===== src/rtl/lrs_pkg.sv =====
package lrs_pkg;

    // serving state of the trigger sequencer
    typedef enum logic {
        SRV_IDLE = 1'b0,
        SRV_WAIT = 1'b1
    } srv_e;

    // width of a slot number for a given exponent width: 2^(2^exp_w - 1) slots
    function automatic int slot_bits(input int exp_w);
        return (1 << exp_w) - 1;
    endfunction

endpackage


===== src/rtl/lrs_tick_div.sv =====
module lrs_tick_div #(
    parameter int CYCLES = 100000
) (
    input  logic clk,
    input  logic rst_n,
    output logic tick_o
);
    localparam int CNT_W = (CYCLES > 1) ? $clog2(CYCLES) : 1;

    logic [CNT_W-1:0] cnt_d, cnt_q;

    always_comb begin
        tick_o = (cnt_q == CNT_W'(CYCLES - 1));
        cnt_d  = tick_o ? '0 : cnt_q + 1'b1;
    end

    always_ff @(posedge clk or negedge rst_n) begin
        if (!rst_n) cnt_q <= '0;
        else        cnt_q <= cnt_d;
    end
endmodule


===== src/rtl/lrs_due_mask.sv =====
module lrs_due_mask #(
    parameter int NUM_LINKS = 8,
    parameter int EXP_W     = 3,
    parameter int SLOT_W    = 7
) (
    input  logic [SLOT_W-1:0]                  slot_i,
    input  logic [NUM_LINKS-1:0]               en_i,
    input  logic [NUM_LINKS-1:0][EXP_W-1:0]    exp_i,
    output logic [NUM_LINKS-1:0]               due_o
);
    // one-based slot ordinal; a link of exponent k is due when its low k bits are zero
    logic [SLOT_W-1:0] ord;
    assign ord = slot_i + 1'b1;

    for (genvar g = 0; g < NUM_LINKS; g++) begin : g_link
        logic [SLOT_W-1:0] low_mask;
        assign low_mask = ~({SLOT_W{1'b1}} << exp_i[g]);
        assign due_o[g] = en_i[g] && ((ord & low_mask) == '0);   // disabled never due
    end
endmodule


===== src/rtl/lrs_prio_pick.sv =====
module lrs_prio_pick #(
    parameter int NUM_LINKS = 8,
    parameter int EXP_W     = 3,
    parameter int IDX_W     = 3
) (
    input  logic [NUM_LINKS-1:0]            req_i,
    input  logic [NUM_LINKS-1:0][EXP_W-1:0] exp_i,
    output logic                            valid_o,
    output logic [IDX_W-1:0]                idx_o
);
    logic [EXP_W-1:0] best;

    // smallest exponent wins, strict compare keeps the lowest index on ties
    always_comb begin
        valid_o = 1'b0;
        idx_o   = '0;
        best    = '1;
        for (int i = 0; i < NUM_LINKS; i++) begin
            if (req_i[i] && (!valid_o || exp_i[i] < best)) begin
                valid_o = 1'b1;
                idx_o   = IDX_W'(i);
                best    = exp_i[i];
            end
        end
    end
endmodule


===== src/rtl/lnk_rate_sched.sv =====
module lnk_rate_sched #(
    parameter int NUM_LINKS   = 8,
    parameter int EXP_W       = 3,
    parameter int SLOT_CYCLES = 100000
) (
    input  logic                                clk,
    input  logic                                rst_n,
    input  logic [NUM_LINKS-1:0]                cfg_en_i,
    input  logic [NUM_LINKS-1:0][EXP_W-1:0]     cfg_exp_i,
    input  logic                                done_i,
    output logic                                trig_o,
    output logic [$clog2(NUM_LINKS)-1:0]        link_o,
    output logic [(1<<EXP_W)-2:0]               slot_o,
    output logic                                overrun_o
);
    import lrs_pkg::*;

    localparam int IDX_W  = $clog2(NUM_LINKS);
    localparam int SLOT_W = slot_bits(EXP_W);

    typedef struct packed {
        logic [SLOT_W-1:0]    slot;
        logic [NUM_LINKS-1:0] pend;
        srv_e                 srv;
        logic                 trig;
        logic [IDX_W-1:0]     link;
        logic                 ovf;
    } st_t;

    st_t st_d, st_q;

    logic                 tick;
    logic [SLOT_W-1:0]    slot_inc;
    logic [NUM_LINKS-1:0] due_next;
    logic                 pick_valid;
    logic [IDX_W-1:0]     pick_idx;

    assign slot_inc = st_q.slot + 1'b1;

    lrs_tick_div #(.CYCLES(SLOT_CYCLES)) u_div (
        .clk    (clk),
        .rst_n  (rst_n),
        .tick_o (tick)
    );

    lrs_due_mask #(.NUM_LINKS(NUM_LINKS), .EXP_W(EXP_W), .SLOT_W(SLOT_W)) u_due (
        .slot_i (slot_inc),
        .en_i   (cfg_en_i),
        .exp_i  (cfg_exp_i),
        .due_o  (due_next)
    );

    lrs_prio_pick #(.NUM_LINKS(NUM_LINKS), .EXP_W(EXP_W), .IDX_W(IDX_W)) u_pick (
        .req_i   (st_q.pend),
        .exp_i   (cfg_exp_i),
        .valid_o (pick_valid),
        .idx_o   (pick_idx)
    );

    always_comb begin
        st_d      = st_q;
        st_d.trig = 1'b0;
        // done only matters while a trigger is outstanding
        if (st_q.srv == SRV_WAIT && done_i) st_d.srv = SRV_IDLE;
        if (tick) begin
            // leftovers dropped, flag is sticky; R1: slot step
            if (|st_q.pend) st_d.ovf = 1'b1;
            st_d.slot = slot_inc;
            st_d.pend = due_next;
        end else if (st_q.srv == SRV_IDLE && pick_valid) begin
            // never issues while the previous trigger is open
            st_d.trig           = 1'b1;
            st_d.link           = pick_idx;
            st_d.pend[pick_idx] = 1'b0;
            st_d.srv            = SRV_WAIT;
        end
    end

    always_ff @(posedge clk or negedge rst_n) begin
        if (!rst_n) begin
            st_q      <= '0;
            st_q.slot <= '1;   // first tick lands on slot 0
            st_q.srv  <= SRV_IDLE;
        end else begin
            st_q <= st_d;
        end
    end

    assign trig_o    = st_q.trig;
    assign link_o    = st_q.link;
    assign slot_o    = st_q.slot;
    assign overrun_o = st_q.ovf;
endmodule


===== config.mk =====
export PLATFORM = sky130hd
export DESIGN_NAME = lnk_rate_sched
export DESIGN_NICKNAME = d
export VERILOG_FILES = /design/src/rtl/lrs_pkg.sv /design/src/rtl/lrs_tick_div.sv /design/src/rtl/lrs_due_mask.sv /design/src/rtl/lrs_prio_pick.sv /design/src/rtl/lnk_rate_sched.sv
export SDC_FILE = /design/constraint.sdc
export NUM_CORES = 1
export LEC_CHECK = 0
export BUFFER_PORTS_ARGS = -buffer_cell sky130_fd_sc_hd__buf_4
export CAP_MARGIN = 10
export CORE_MARGIN = 5
export CORE_UTILIZATION = 30
export CTS_BUF_LIST = sky130_fd_sc_hd__clkbuf_8 sky130_fd_sc_hd__clkbuf_16
export CTS_CLUSTER_DIAMETER = 120
export DETAILED_ROUTE_END_ITERATION = 6
export MAX_ROUTING_LAYER = met4
export PLACE_DENSITY = 0.45
export SYNTH_ARGS = -nofsm -noshare
export SYNTH_HDL_FRONTEND = slang
export SYNTH_SLANG_ARGS = --single-unit

===== constraint.sdc =====
create_clock -name clk -period 17.1 [get_ports clk]
set_input_delay 2.565 -clock clk [delete_from_list [all_inputs] [get_ports clk]]
set_output_delay 2.565 -clock clk [all_outputs]
set_load 0.01 [all_outputs]

; Word level (Yosys, flattened, before mapping)
; Index checks and enable logic that the tools add are counted.
; Widths: inputs -> output; s select.
[totals]
regBits = 38
inputBits = 35
out_inout_bits = 12
word_cells = 121
[classes]
addsub = 3
magnitude_cmp = 9
n_eq_ne = 1
shift = 8
muxes = 29
n_bitwise = 20
reduce_logical = 44
[ops]
columns = cell, n
row1 = $and 7x7->7, 8
row2 = $logic_not 7->1, 8
row3 = $not 7->7, 8
row4 = $shl 7x3->7 const A, 8
row5 = $mux 3, 11
row6 = $lt 3x3->1, 7
row7 = $logic_and 1x1->1, 18
row8 = $add 17x1->17 const B, 1
row9 = $eq 17x17->1 const B, 1
row10 = $mux 17, 1
row11 = $add 7x1->7 const B, 2
row12 = $mux 13, 1
row13 = $mux 1, 11
row14 = $and 8x8->8, 1
row15 = $mux 8, 1
row16 = $not 8->8, 1
row17 = $reduce_or 8->1, 1
row18 = $logic_not 1->1, 7
row19 = $logic_or 1x1->1, 7
row20 = $mux 5, 1
row21 = $lt 3x4->1 const B, 1
row22 = $mux 2, 2
row23 = $reduce_and 2->1, 2
row24 = $demux 1 s3, 1
row25 = other kinds (3), 4

; Logic depth before layout (Yosys ltp)
; Gate-level depths: netlist of run 1.
[depth]
ltp_word = 37
ltp_mapped = 55
mapped_depth_nobuf = 52

; Hierarchy
; A second synthesis of run 1 with hierarchy kept.
[hier_totals]
hier_cells = 422
hier_area_um2 = 3651.0
[modules_own_cells]
columns = module, n_inst, cells_each, area_each_um2, seq_area_each_um2
row1 = lrs_prio_pick, 1, 146, 1078.5, 0.0
row2 = lnk_rate_sched, 1, 98, 1067.3, 534.3
row3 = lrs_tick_div, 1, 74, 793.3, 425.4
row4 = lrs_due_mask, 1, 104, 711.9, 0.0

; Worst setup path after synthesis of run 1
; OpenSTA, ideal clock, no wires.
[synth_timing]
path_kind = in2reg
from = in cfg_exp_i[0] (netlist name)
to = reg st_q[8] (netlist name)
setup_ns = 0.082
arrival_ns = 11.623
required_ns = 17.018
setup_slack_ns = 5.395
cell_stages = 51
path_buffers = 4
path_cell_list = clkbuf_2 > nand2b_1 > maj3_1 > a21oi_1 > o21ai_0 > mux2i_1 > inv_1 > ha_1 > nor2b_1 > nand2b_1 > o41ai_1 > a311o_1 > mux2_2 > inv_1 > ha_1 > inv_1 > o21ai_0 > a211oi_1 > [... 15 more ...] > a31oi_1 > a31oi_1 > a31o_2 > ha_1 > o21a_1 > o22ai_1 > and2_1 > buf_4 > a21oi_2 > mux2_1 > ha_1 > a21oi_1 > o21ai_0 > nor4_1 > nor2_1 > nor4_2 > nor3_1 > a31oi_1
[synth_via]
elab_chain_cells = 37
elab_cells_between_ends = 59
classes_between = order compare (9) / mux (25) / bitwise (2) / reduce/logical (23)
[synth_rtl]
columns = element, line_no
row1 = from (decl), lnk_rate_sched.sv:9  ; input logic [NUM_LINKS-1:0][EXP_W-1:0] cfg_exp_i,
row2 = $mux 3 (*), lrs_prio_pick.sv:19  ; if (req_i[i] && (!valid_o || exp_i[i] < best)) begin
row3 = $lt 3x3->1, lrs_prio_pick.sv:19
row4 = $logic_or 1x1->1, lrs_prio_pick.sv:19
row5 = $logic_and 1x1->1, lrs_prio_pick.sv:19
row6 = $mux 3 or $mux 1 (tied branches), lrs_prio_pick.sv:19
row7 = $lt 3x3->1 or $logic_not 1->1 (tied branches), lrs_prio_pick.sv:19
row8 = $logic_or 1x1->1, lrs_prio_pick.sv:19
row9 = $logic_and 1x1->1, lrs_prio_pick.sv:19
row10 = [... 21 more ...], -
row11 = $lt 3x4->1 (implied by the code) or $ge 3x1->1 (tied branches), lnk_rate_sched.sv:74  ; st_d.pend[pick_idx] = 1'b0;
row12 = $logic_and 1x1->1 (implied by the code), lnk_rate_sched.sv:74
row13 = $mux 1 (implied by the code), lnk_rate_sched.sv:74
row14 = $demux 1 s3, lnk_rate_sched.sv:74
row15 = $not 8->8 (no line), -
row16 = $and 8x8->8 (no line), -
row17 = $mux 13, lnk_rate_sched.sv:70  ; end else if (st_q.srv == SRV_IDLE && pick_valid) begin
row18 = $mux 8, lnk_rate_sched.sv:65  ; if (tick) begin
row19 = to (signal assigned), lnk_rate_sched.sv:85  ; st_q <= st_d;
row20 = to (decl), lnk_rate_sched.sv:30  ; st_t st_d, st_q;
; Mark *: on every way between the ends. The rest lies on a longest branch, timed or not. The select of a mux whose other input is x is not followed.
; A chain may end at the register's enable or synchronous reset.

; Worst setup path in the final report of run 1
[layout_timing]
from = in cfg_exp_i[2] (netlist name)
to = reg st_q[7] (netlist name)
; The elaborated chain is that of the path after synthesis.

==> results of run 1 <==
critical path, delay by kind of cell:
family	cells	cell delay [ns]
adder cells (fa/ha/maj)	7	1.80
buffers and inverters	6	0.41
AND/OR/NAND/NOR	10	2.26
AO/OA/AOI/OAI	20	4.60
multiplexers	5	1.64
kinds of logic (layout without fill, tap and decap cells):
group                      after synthesis  in the layout
AOI/OAI and AO/OA                      140            140
xor gates and xnor gates                26             26
adders and majority gates               13             13
buffers and inverters                   56             78
DFF                                     38             38
muxes                                    8              8
and+or+nand+nor                        167            167
through the flow:
stage               utilization  worst slack, ns  total power, mW  hold WS (ns)
CTS                       0.342             4.01            0.366         0.472
detailed placement        0.329             3.75            0.266         0.459
global route              0.342             3.06            0.389         0.497
finish                    0.342             4.01            0.363         0.471
floorplan                     -             5.39            0.230         0.439
global placement          0.329             4.09            0.266         0.460
metal layers:
layer	vias to the layer above	routed length, um
li1	1683	-
met1	1654	5160
met2	87	5040
met3	8	507
met4	0	97
met5	-	0
cells in the final DEF (no fill, tap or decap), types with 3 or more instances in the layout:
master                       n
sky130_fd_sc_hd__a211oi_1    5
sky130_fd_sc_hd__a21boi_0    3
sky130_fd_sc_hd__a21o_1      6
sky130_fd_sc_hd__a21oi_1    21
sky130_fd_sc_hd__a221oi_1    5
sky130_fd_sc_hd__a31o_2      3
sky130_fd_sc_hd__a31oi_1    14
sky130_fd_sc_hd__and2_1      7
sky130_fd_sc_hd__and3_1      5
sky130_fd_sc_hd__buf_4      47
sky130_fd_sc_hd__clkbuf_16   5
sky130_fd_sc_hd__dfrtp_1    31
sky130_fd_sc_hd__dfstp_2     7
sky130_fd_sc_hd__ha_1       12
sky130_fd_sc_hd__inv_1      22
sky130_fd_sc_hd__mux2_2      4
sky130_fd_sc_hd__nand2_1    51
sky130_fd_sc_hd__nand2b_1    8
sky130_fd_sc_hd__nand3_1    12
sky130_fd_sc_hd__nand4_1     5
sky130_fd_sc_hd__nor2_1     34
sky130_fd_sc_hd__nor2b_1     5
sky130_fd_sc_hd__nor3_1     10
sky130_fd_sc_hd__nor4_1      7
sky130_fd_sc_hd__o2111ai_1   3
sky130_fd_sc_hd__o211ai_1    6
sky130_fd_sc_hd__o21a_1      3
sky130_fd_sc_hd__o21ai_0    33
sky130_fd_sc_hd__o31ai_1     9
sky130_fd_sc_hd__or3_1       4
sky130_fd_sc_hd__xnor2_1    16
sky130_fd_sc_hd__xor2_1     10
area by class of cell:
type	instances	area, um^2
fill	1245	7800
multi-input combinational	354	2320
sequential	38	960
timing repair buffer	47	353
tap	147	184
clock buffer	6	139
inverter	23	86.3
clock inverter	2	12.5
state kept, by name, indices dropped and copies added (netlist names):
| name | flops |
|---|---|
| u_div.cnt_q | 17 |
| st_q | 9 |
| slot_o | 7 |
| link_o | 3 |
| overrun_o | 1 |
| trig_o | 1 |
power by group through the flow:
stage	combinational [mW]	sequential [mW]	clock (mW)
after global placement	0.160	0.106	0
after floorplan	0.126	0.104	0
final	0.161	0.105	0.0974
after detailed placement	0.160	0.106	0
after CTS	0.161	0.105	0.100
after global routing	0.179	0.106	0.104
how the worst min path moves through the flow:
stage	startpoint	end	slack [ns]	depth (start not counted)
CTS	u_div.cnt_q[4]$_DFF_PN0_	u_div.cnt_q[4]$_DFF_PN0_	0.47	1
detailed placement	u_div.cnt_q[4]$_DFF_PN0_	u_div.cnt_q[4]$_DFF_PN0_	0.46	1
global placement	u_div.cnt_q[4]$_DFF_PN0_	u_div.cnt_q[4]$_DFF_PN0_	0.46	1
floorplan	u_div.cnt_q[4]$_DFF_PN0_	u_div.cnt_q[4]$_DFF_PN0_	0.44	1
finish	u_div.cnt_q[4]$_DFF_PN0_	u_div.cnt_q[4]$_DFF_PN0_	0.47	1
global route	u_div.cnt_q[4]$_DFF_PN0_	u_div.cnt_q[4]$_DFF_PN0_	0.50	1
cell usage after synthesis (5+ instances only):
master,n,share of area
sky130_fd_sc_hd__a21oi_1,21,0.029
sky130_fd_sc_hd__o21ai_0,33,0.046
sky130_fd_sc_hd__and2_1,7,0.012
sky130_fd_sc_hd__nand4_1,5,0.0087
sky130_fd_sc_hd__nor2_1,34,0.036
sky130_fd_sc_hd__nand2_1,51,0.053
sky130_fd_sc_hd__xor2_1,10,0.024
sky130_fd_sc_hd__a21o_1,6,0.013
sky130_fd_sc_hd__nor2b_1,5,0.0087
sky130_fd_sc_hd__buf_4,15,0.031
sky130_fd_sc_hd__a211oi_1,5,0.010
sky130_fd_sc_hd__dfstp_2,7,0.051
sky130_fd_sc_hd__inv_1,22,0.023
sky130_fd_sc_hd__o211ai_1,6,0.013
sky130_fd_sc_hd__nor4_1,7,0.012
sky130_fd_sc_hd__and3_1,5,0.0087
sky130_fd_sc_hd__nor3_1,10,0.014
sky130_fd_sc_hd__ha_1,12,0.042
sky130_fd_sc_hd__o31ai_1,9,0.019
sky130_fd_sc_hd__dfrtp_1,31,0.22
sky130_fd_sc_hd__nand2b_1,8,0.014
sky130_fd_sc_hd__nand3_1,12,0.017
sky130_fd_sc_hd__a31oi_1,14,0.024
sky130_fd_sc_hd__clkbuf_1,8,0.0084
sky130_fd_sc_hd__xnor2_1,16,0.039
sky130_fd_sc_hd__a221oi_1,5,0.012
==> results.yml, run 1 <==
run_status:
  status: "finished clean"
sta:
  rsz0062_at_grt: "false"
  fin_setup_tns_ns: 0
  timing.fmax_mhz: 76.4
  relSlewSlack: 0.365
  clock_skew_ns: 0.00447
  setup_viols_final: 0
  maxSlewViolCount: 0
  worst_slew_pin_slew_ns: 0.945
  period_share: 0.766
  finalHoldViolCount: 0
  finalCriticalPeriod_ns: 13.09
global_routing:
  grt-busiest-layer: "met2"
  grt_start_max_net_pins: 39
  grt_antenna_before_repair: 0
  grt.met2_usage: 0.254
  first_global_vias: 3359
  grt_pass1_wl_um: 17800
  gr-total-overflow: 0
  grt.total_usage: 0.158
  met3_track_utilization_from_global_routing: 0.0233
  global_route.usage.met1: 0.212
layout:
  design_area_um2: 4060
  post_route_cells_drive_above_1_share: 0.187
  finish.net_count: 516
  synthToLayoutAreaGrowth_pct: 13.1
  stdcell_count: 617
  antennaDiodeCount: 0
drt:
  wl_per_cell_um: 17.5
  drt.antenna.violating_nets: 0
  routed_wirelength_um: 10800
  drtIter0Drc: 259
  routed_via_count: 3432
  post_detailed_route_drc_marker_count: 0
  viasPerCell: 5.56
  first_pass_iters: 5
power:
  ir_drop_uv: 61.5
  swShare: 0.392
  share_comb_of_total_power: 0.443
  power_per_cell_area_nw_per_um2: 89.5
  static-leakage-power_nw: 1.79
  p_switching_uw: 142
  power.sequential.fraction: 0.289
  internal_power_uw: 221
  power.share.clock: 0.268
clocking:
  cts_setup_buffers: 0
  cts_resized: 0
  cts-htree-levels: 2
  clock_path_buffers: 2
  clock-sinks: 38
  worst_skew_pair.late_latency_ns: 0.28
  cts_buffers: 5
  tritoncts_clock_tree: "yes"
  clk_transition_reported_paths_ns: 0.06
  cts_hold_buf: 0
  cts-root-buf: "sky130_fd_sc_hd__clkbuf_16"
placed_design:
  placed_cell_area_um2: 3910
  gp_congestion: 0.860
  portBuffers: 46
  dp_hpwl_um: 8210
  place.detailed.instances: 609
yosys:
  synth_area_um2: 3590
  fraction_of_synthesized_area_in_multiplexers: 0.0244
  yosys.area_share.simple: 0.242
  synth-adder-area-share: 0.0446
  synth_cell_types: 78
  synth_edf_count: 0
  synth_seq_area_share: 0.267
  synthesized_netlist_cell_count: 448
  async_reset_ff_frac: 1.00
  syn_nets: 495
  ys_warn_count: 0
  syn_avg_cell_area_um2: 8.01
  dominant_combinational_cell_family_by_area_after_synthesis: "compound AO/OA/AOI/OAI gates"
  yosys.area_share.xor_xnor: 0.0635
  number_of_synthesized_register_bits: 38
  synth_area_in_compound_gates: 0.273
  post_synth_top_flop: "sky130_fd_sc_hd__dfrtp_1"
die:
  die_outline_width_um: 119
  die-area_um2: 14200
  initial_core_util: 0.303
  num_rows: 40
  die_y_um: 119
  floorplan.core_area_um2: 11900
  io_pins: 47
worst_setup_path:
  r2r_slack_ns: 5.75
  r2r-start: "st_q[6]$_DFFE_PN0P_"
  rr_worst_depth: 48
  worstSetupStartpoint: "cfg_exp_i[2]"
  worstSetupEndpointType: "register"
  timing.critical_path.from_type: "input port"
  critical_path_peak_fanout: 11
  regToRegEndpoint: "st_q[7]$_DFFE_PN0P_"
  crit_path_max_incr_delay_ns: 0.71
  critPathArrivalTime_ns: 13.29
  critical_path.most_common_cell: "sky130_fd_sc_hd__ha_1"
  required_ns: 17.30
  worst_path_max_delay_cell: "sky130_fd_sc_hd__o31ai_2"
  crit_path_end: "st_q[7]$_DFFE_PN0P_"
  criticalPathCategory: "input port to register"
hold_path:
  min-delay-path-class: "register to register"
job:
  maxCapViolCount: 0
No activity file was read; power rests on OpenSTA's default activity.
==> run 2: changes to the inputs <==
--- a/config.mk
+++ b/config.mk
@@ -13,7 +13,7 @@
 export CTS_CLUSTER_DIAMETER = 120
 export DETAILED_ROUTE_END_ITERATION = 6
 export MAX_ROUTING_LAYER = met4
-export PLACE_DENSITY = 0.45
+export PLACE_DENSITY = 0.47
 export SYNTH_ARGS = -nofsm -noshare
 export SYNTH_HDL_FRONTEND = slang
 export SYNTH_SLANG_ARGS = --single-unit
==> constraint.sdc (replaced) <==
create_clock -name clk -period 11.33 [get_ports clk]
set_input_delay 1.6995 -clock clk [delete_from_list [all_inputs] [get_ports clk]]
set_output_delay 1.6995 -clock clk [all_outputs]
set_load 0.01 [all_outputs]
==> results.yml, run 2 (synthesis results as in run 1) <==
sta:
  maxSlewViolCount: 0
  period_share: 0.940
  relSlewSlack: 0.368
  finalCriticalPeriod_ns: 10.65
  timing.final.ws_setup_ns: 0.676
  worst_slew_pin_slew_ns: 0.941
  clock_skew_ns: 0.00527
  rsz0062_at_grt: "false"
  fin_worst_hold_slack_ns: 0.468
  finalHoldViolCount: 0
  timing.fmax_mhz: 93.9
  setup_viols_final: 0
die:
  num_rows: 40
  io_pins: 47
  die-area_um2: 14200
  die_outline_width_um: 119
  die_y_um: 119
  floorplan.core_area_um2: 11900
  initial_core_util: 0.303
clocking:
  worst_skew_pair.late_latency_ns: 0.28
  cts-htree-levels: 2
  clock-sinks: 38
  cts-root-buf: "sky130_fd_sc_hd__clkbuf_16"
  cts_buffers: 5
  tritoncts_clock_tree: "yes"
  clk_transition_reported_paths_ns: 0.06
  clock_path_buffers: 2
power:
  share_comb_of_total_power: 0.452
  ir_drop_uv: 71.1
  power.share.clock: 0.263
  power.sequential.fraction: 0.285
  swShare: 0.395
  totalPowerFinal_uw: 559
  static-leakage-power_nw: 1.87
  internal_power_uw: 339
  p_switching_uw: 221
  power_per_cell_area_nw_per_um2: 134
drt:
  drtIter0Drc: 233
  drt.antenna.violating_nets: 0
  post_detailed_route_drc_marker_count: 0
  routed_wirelength_um: 10800
  first_pass_iters: 4
  viasPerCell: 5.46
  wl_per_cell_um: 17.2
  routed_via_count: 3435
layout:
  layout_common_cells: "sky130_fd_sc_hd__buf_4 (59), sky130_fd_sc_hd__nand2_1 (51), sky130_fd_sc_hd__nor2_1 (34)"
  max_flop_register: "u_div.cnt_q"
  antennaDiodeCount: 0
  stdcell_count: 629
  finish.net_count: 528
  synthToLayoutAreaGrowth_pct: 16.7
  largest_reg_flops: 17
  post_route_cells_drive_above_1_share: 0.220
  final_common_cell: "sky130_fd_sc_hd__buf_4"
  fin_util: 0.353
global_routing:
  grt.total_usage: 0.157
  grt_antenna_before_repair: 0
  grt_pass1_wl_um: 17900
  first_global_vias: 3373
  global_route.usage.met1: 0.210
  met3_track_utilization_from_global_routing: 0.0261
  grt-busiest-layer: "met2"
  gr-total-overflow: 0
  grt.met2_usage: 0.255
  grt_start_max_net_pins: 39
worst_setup_path:
  required_ns: 11.49
  critical_path_peak_fanout: 8
  critical_path.most_common_cell: "sky130_fd_sc_hd__ha_1"
  crit_path_max_incr_delay_ns: 0.37
  critPathArrivalTime_ns: 10.81
  timing.critical_path.from_type: "input port"
  criticalPathCategory: "input port to register"
  r2r_slack_ns: 1.56
  worst_path_max_delay_cell: "sky130_fd_sc_hd__mux2_2"
  worstSetupEndpointType: "register"
placed_design:
  post-place-ws_ns: -0.106
  portBuffers: 46
  gp_congestion: 0.924
  place.detailed.instances: 618
  dp_hpwl_um: 8220
run_status:
  status: "finished clean"
job:
  maxCapViolCount: 0
hold_path:
  min-delay-path-class: "register to register"
## run 2: changes by cell type in the layout (fill, tap and decap cells not counted)
cell and change:
sky130_fd_sc_hd__a31oi_1 -1, sky130_fd_sc_hd__a31oi_2 +1, sky130_fd_sc_hd__buf_4 +12, sky130_fd_sc_hd__nor2b_1 -1, sky130_fd_sc_hd__nor2b_2 +1, sky130_fd_sc_hd__nor4_1 -1, sky130_fd_sc_hd__nor4_4 +1, sky130_fd_sc_hd__o21ai_0 -5
sky130_fd_sc_hd__o21ai_1 +4, sky130_fd_sc_hd__o21ai_2 +1, sky130_fd_sc_hd__o31ai_1 -1, sky130_fd_sc_hd__o31ai_2 +1, sky130_fd_sc_hd__o41ai_1 -1, sky130_fd_sc_hd__o41ai_2 +1
## run 2: layout make-up
type | instances | area (um^2)
clock buffer | 6 | 139
clock inverter | 2 | 12.5
fill | 1255 | 7670
inverter | 23 | 86.3
multi-input combinational | 354 | 2360
sequential | 38 | 960
tap | 147 | 184
timing repair buffer | 59 | 443
## run 2: worst max-delay path: cells and delay by family
kind | cells | cell delay [ns]
and+or+nand+nor | 10 | 1.61
adders and majority gates | 7 | 1.82
AOI/OAI and AO/OA | 20 | 3.52
muxes | 5 | 1.54
buffers and inverters | 7 | 0.61
## run 2: metal layers
layer / wire [um] / up-vias
li1: - / 1702
met1: 5260 / 1660
met2: 5000 / 68
met3: 477 / 5
met4: 66 / 0
met5: 0 / -
## run 2: power groups by stage
stage	Clock, mW	Combinational (mW)	Sequential, mW
6_report	0.147	0.253	0.159
5_1_grt	0.158	0.282	0.161
4_1_cts	0.151	0.248	0.159
3_5_place_dp	0	0.245	0.161
3_3_place_gp	0	0.243	0.161
2_1_floorplan	0	0.190	0.157
## run 2: final timing paths
kind	from	to	cells past startpoint
hold / removal	u_div.cnt_q[4]$_DFF_PN0_	u_div.cnt_q[4]$_DFF_PN0_	1
hold reg to reg	u_div.cnt_q[4]$_DFF_PN0_	u_div.cnt_q[4]$_DFF_PN0_	1
setup reg to reg	st_q[6]$_DFFE_PN0P_	st_q[9]$_DFFE_PN0P_	49
setup / recovery	cfg_exp_i[3]	st_q[9]$_DFFE_PN0P_	49
max in group asynchronous	rst_n	slot_o[1]$_DFFE_PN1N_	1
min in group asynchronous	rst_n	trig_o$_DFF_PN0_	1
## run 2: metrics by stage
step,setup TNS [ns],area [um^2]
2_1_floorplan,0,3590
3_3_place_gp,0,3970
3_5_place_dp,-0.278,3970
4_1_cts,0,4130
5_1_grt,0,4190
6_report,0,4190
## run 2: timing repair
action / in CTS / in global routing
gates resized for setup: 0 / 12
buffers inserted: 0 / 3
hold buffers: 0 / 0
setup endpoints to repair: 0 / 11
==> run 3: changes to the inputs <==
--- a/config.mk
+++ b/config.mk
@@ -13,7 +13,7 @@
 export CTS_CLUSTER_DIAMETER = 120
 export DETAILED_ROUTE_END_ITERATION = 6
 export MAX_ROUTING_LAYER = met4
-export PLACE_DENSITY = 0.47
+export PLACE_DENSITY = 0.54
 export SYNTH_ARGS = -nofsm -noshare
 export SYNTH_HDL_FRONTEND = slang
 export SYNTH_SLANG_ARGS = --single-unit
==> results.yml, run 3 (synthesis results as in run 1) <==
worst_setup_path:
  worst_path_max_delay_cell: "sky130_fd_sc_hd__a311o_1"
  r2r-start: "st_q[6]$_DFFE_PN0P_"
  crit_family: "compound AO/OA/AOI/OAI gates"
  critical_path.n_buffers_inverters: 7
  criticalPathCategory: "input port to register"
  regToRegEndpoint: "link_o[1]$_DFFE_PN0P_"
  worstSetupEndpointType: "register"
  crit_path_end: "link_o[1]$_DFFE_PN0P_"
  required_ns: 11.53
  critical_path.most_common_cell: "sky130_fd_sc_hd__ha_1"
  r2r_slack_ns: 1.33
  rr_worst_depth: 50
  crit_path_max_incr_delay_ns: 0.40
  worstSetupStartpoint: "cfg_exp_i[3]"
  critPathArrivalTime_ns: 11.08
  critical_path_peak_fanout: 8
  timing.critical_path.from_type: "input port"
  cp_num_cells: 50
placed_design:
  gp_congestion: 0.948
  place.detailed.instances: 617
  dp_hpwl_um: 8190
  portBuffers: 46
power:
  swShare: 0.365
  power_per_cell_area_nw_per_um2: 143
  internal_power_uw: 388
  p_switching_uw: 223
  power.sequential.fraction: 0.260
  static-leakage-power_nw: 1.90
  share_comb_of_total_power: 0.431
  power.share.clock: 0.310
  ir_drop_uv: 85.6
global_routing:
  grt_pass1_wl_um: 17800
  gr-total-overflow: 0
  grt.total_usage: 0.155
  first_global_vias: 3458
  grt_start_max_net_pins: 39
  grt_antenna_before_repair: 0
layout:
  antennaDiodeCount: 0
  layout_common_cells: "sky130_fd_sc_hd__buf_4 (60), sky130_fd_sc_hd__nand2_1 (51), sky130_fd_sc_hd__nor2_1 (34)"
  largest_reg_flops: 17
  post_route_cells_drive_above_1_share: 0.230
  final_common_cell: "sky130_fd_sc_hd__buf_4"
  stdcell_count: 630
  max_flop_register: "u_div.cnt_q"
  synthToLayoutAreaGrowth_pct: 19.2
  finish.net_count: 529
die:
  initial_core_util: 0.303
  die_outline_width_um: 119
  die_y_um: 119
  floorplan.core_area_um2: 11900
  die-area_um2: 14200
  num_rows: 40
  io_pins: 47
run_status:
  status: "finished clean"
drt:
  wl_per_cell_um: 17.4
  viasPerCell: 5.63
  routed_via_count: 3547
  drt.antenna.violating_nets: 0
  routed_wirelength_um: 11000
  top_layer_used: "met4"
  drtIter0Drc: 336
  post_detailed_route_drc_marker_count: 0
  met2_wl_post_dr_um: 5180
  routed-wl-met3_um: 520
  first_pass_iters: 5
  met1_length_um: 5140
sta:
  worst_slew_pin_slew_ns: 0.849
  fin_worst_hold_slack_ns: 0.482
  timing.fmax_mhz: 91.9
  finalCriticalPeriod_ns: 10.88
  setup_viols_final: 0
  period_share: 0.960
  relSlewSlack: 0.430
  fin_setup_tns_ns: 0
  clock_skew_ns: 0.00541
  maxSlewViolCount: 0
  finalHoldViolCount: 0
clocking:
  worst_skew_pair.late_latency_ns: 0.28
  tritoncts_clock_tree: "yes"
  cts-htree-levels: 2
  clk_transition_reported_paths_ns: 0.06
  cts-root-buf: "sky130_fd_sc_hd__clkbuf_16"
  cts_hold_buf: 0
  clock-sinks: 38
  cts_buffers: 5
  clock_path_buffers: 2
hold_path:
  min-delay-path-class: "register to register"
  worstHoldStart: "u_div.cnt_q[4]$_DFF_PN0_"
job:
  maxCapViolCount: 0
run 3: through the flow:
stage	instance area [um^2]	setup slack, ns	power, mW	util
global placement	3970	0.279	0.400	0.334
CTS	4170	0.0853	0.596	0.351
detailed placement	3970	-0.171	0.403	0.334
floorplan	3590	0.490	0.347	-
global route	4280	-0.0777	0.645	0.361
finish	4280	0.448	0.611	0.361
run 3: area by class of cell:
type	instances	area (um^2)
Inverter	23	86.3
Tap cell	147	184
Timing Repair Buffer	60	450
Clock buffer	6	139
Fill cell	1242	7580
Sequential cell	38	960
Multi-Input combinational cell	354	2400
Clock inverter	2	60.1
run 3: worst min path at each step:
stage,cells past startpoint,end
floorplan,1,u_div.cnt_q[4]$_DFF_PN0_
global placement,1,u_div.cnt_q[4]$_DFF_PN0_
detailed placement,1,u_div.cnt_q[4]$_DFF_PN0_
CTS,1,u_div.cnt_q[4]$_DFF_PN0_
global route,1,u_div.cnt_q[4]$_DFF_PN0_
finish,1,u_div.cnt_q[4]$_DFF_PN0_
run 3: power groups by stage:
stage                     combinational, mW  sequential [mW]  clock [mW]
after floorplan                       0.190            0.157           0
after global placement                0.240            0.160           0
after detailed placement              0.242            0.161           0
after CTS                             0.244            0.159       0.193
after global routing                  0.288            0.161       0.196
final                                 0.263            0.159       0.189
run 3: timing repair:
| item | 4_1_cts | 5_1_grt |
|---|---|---|
| endpoints found under the setup margin | 0 | 11 |
| setup buffers | 0 | 5 |
| resized for setup | 0 | 18 |
run 3: worst reg2reg max path, delay by kind of cell, from the launching register on:
family | cells | cell delay (ns)
flops | 1 | 0.49
compound gates | 22 | 3.95
fa+ha+maj | 7 | 1.83
buf+inv | 7 | 0.68
simple gates | 9 | 1.51
mux | 5 | 1.45
run 3: per-layer routing:
metal,track usage,vias to the layer above
li1,-,1705
met1,0.206,1721
met2,0.248,106
met3,0.0261,15
met4,0.0358,0
met5,-,-
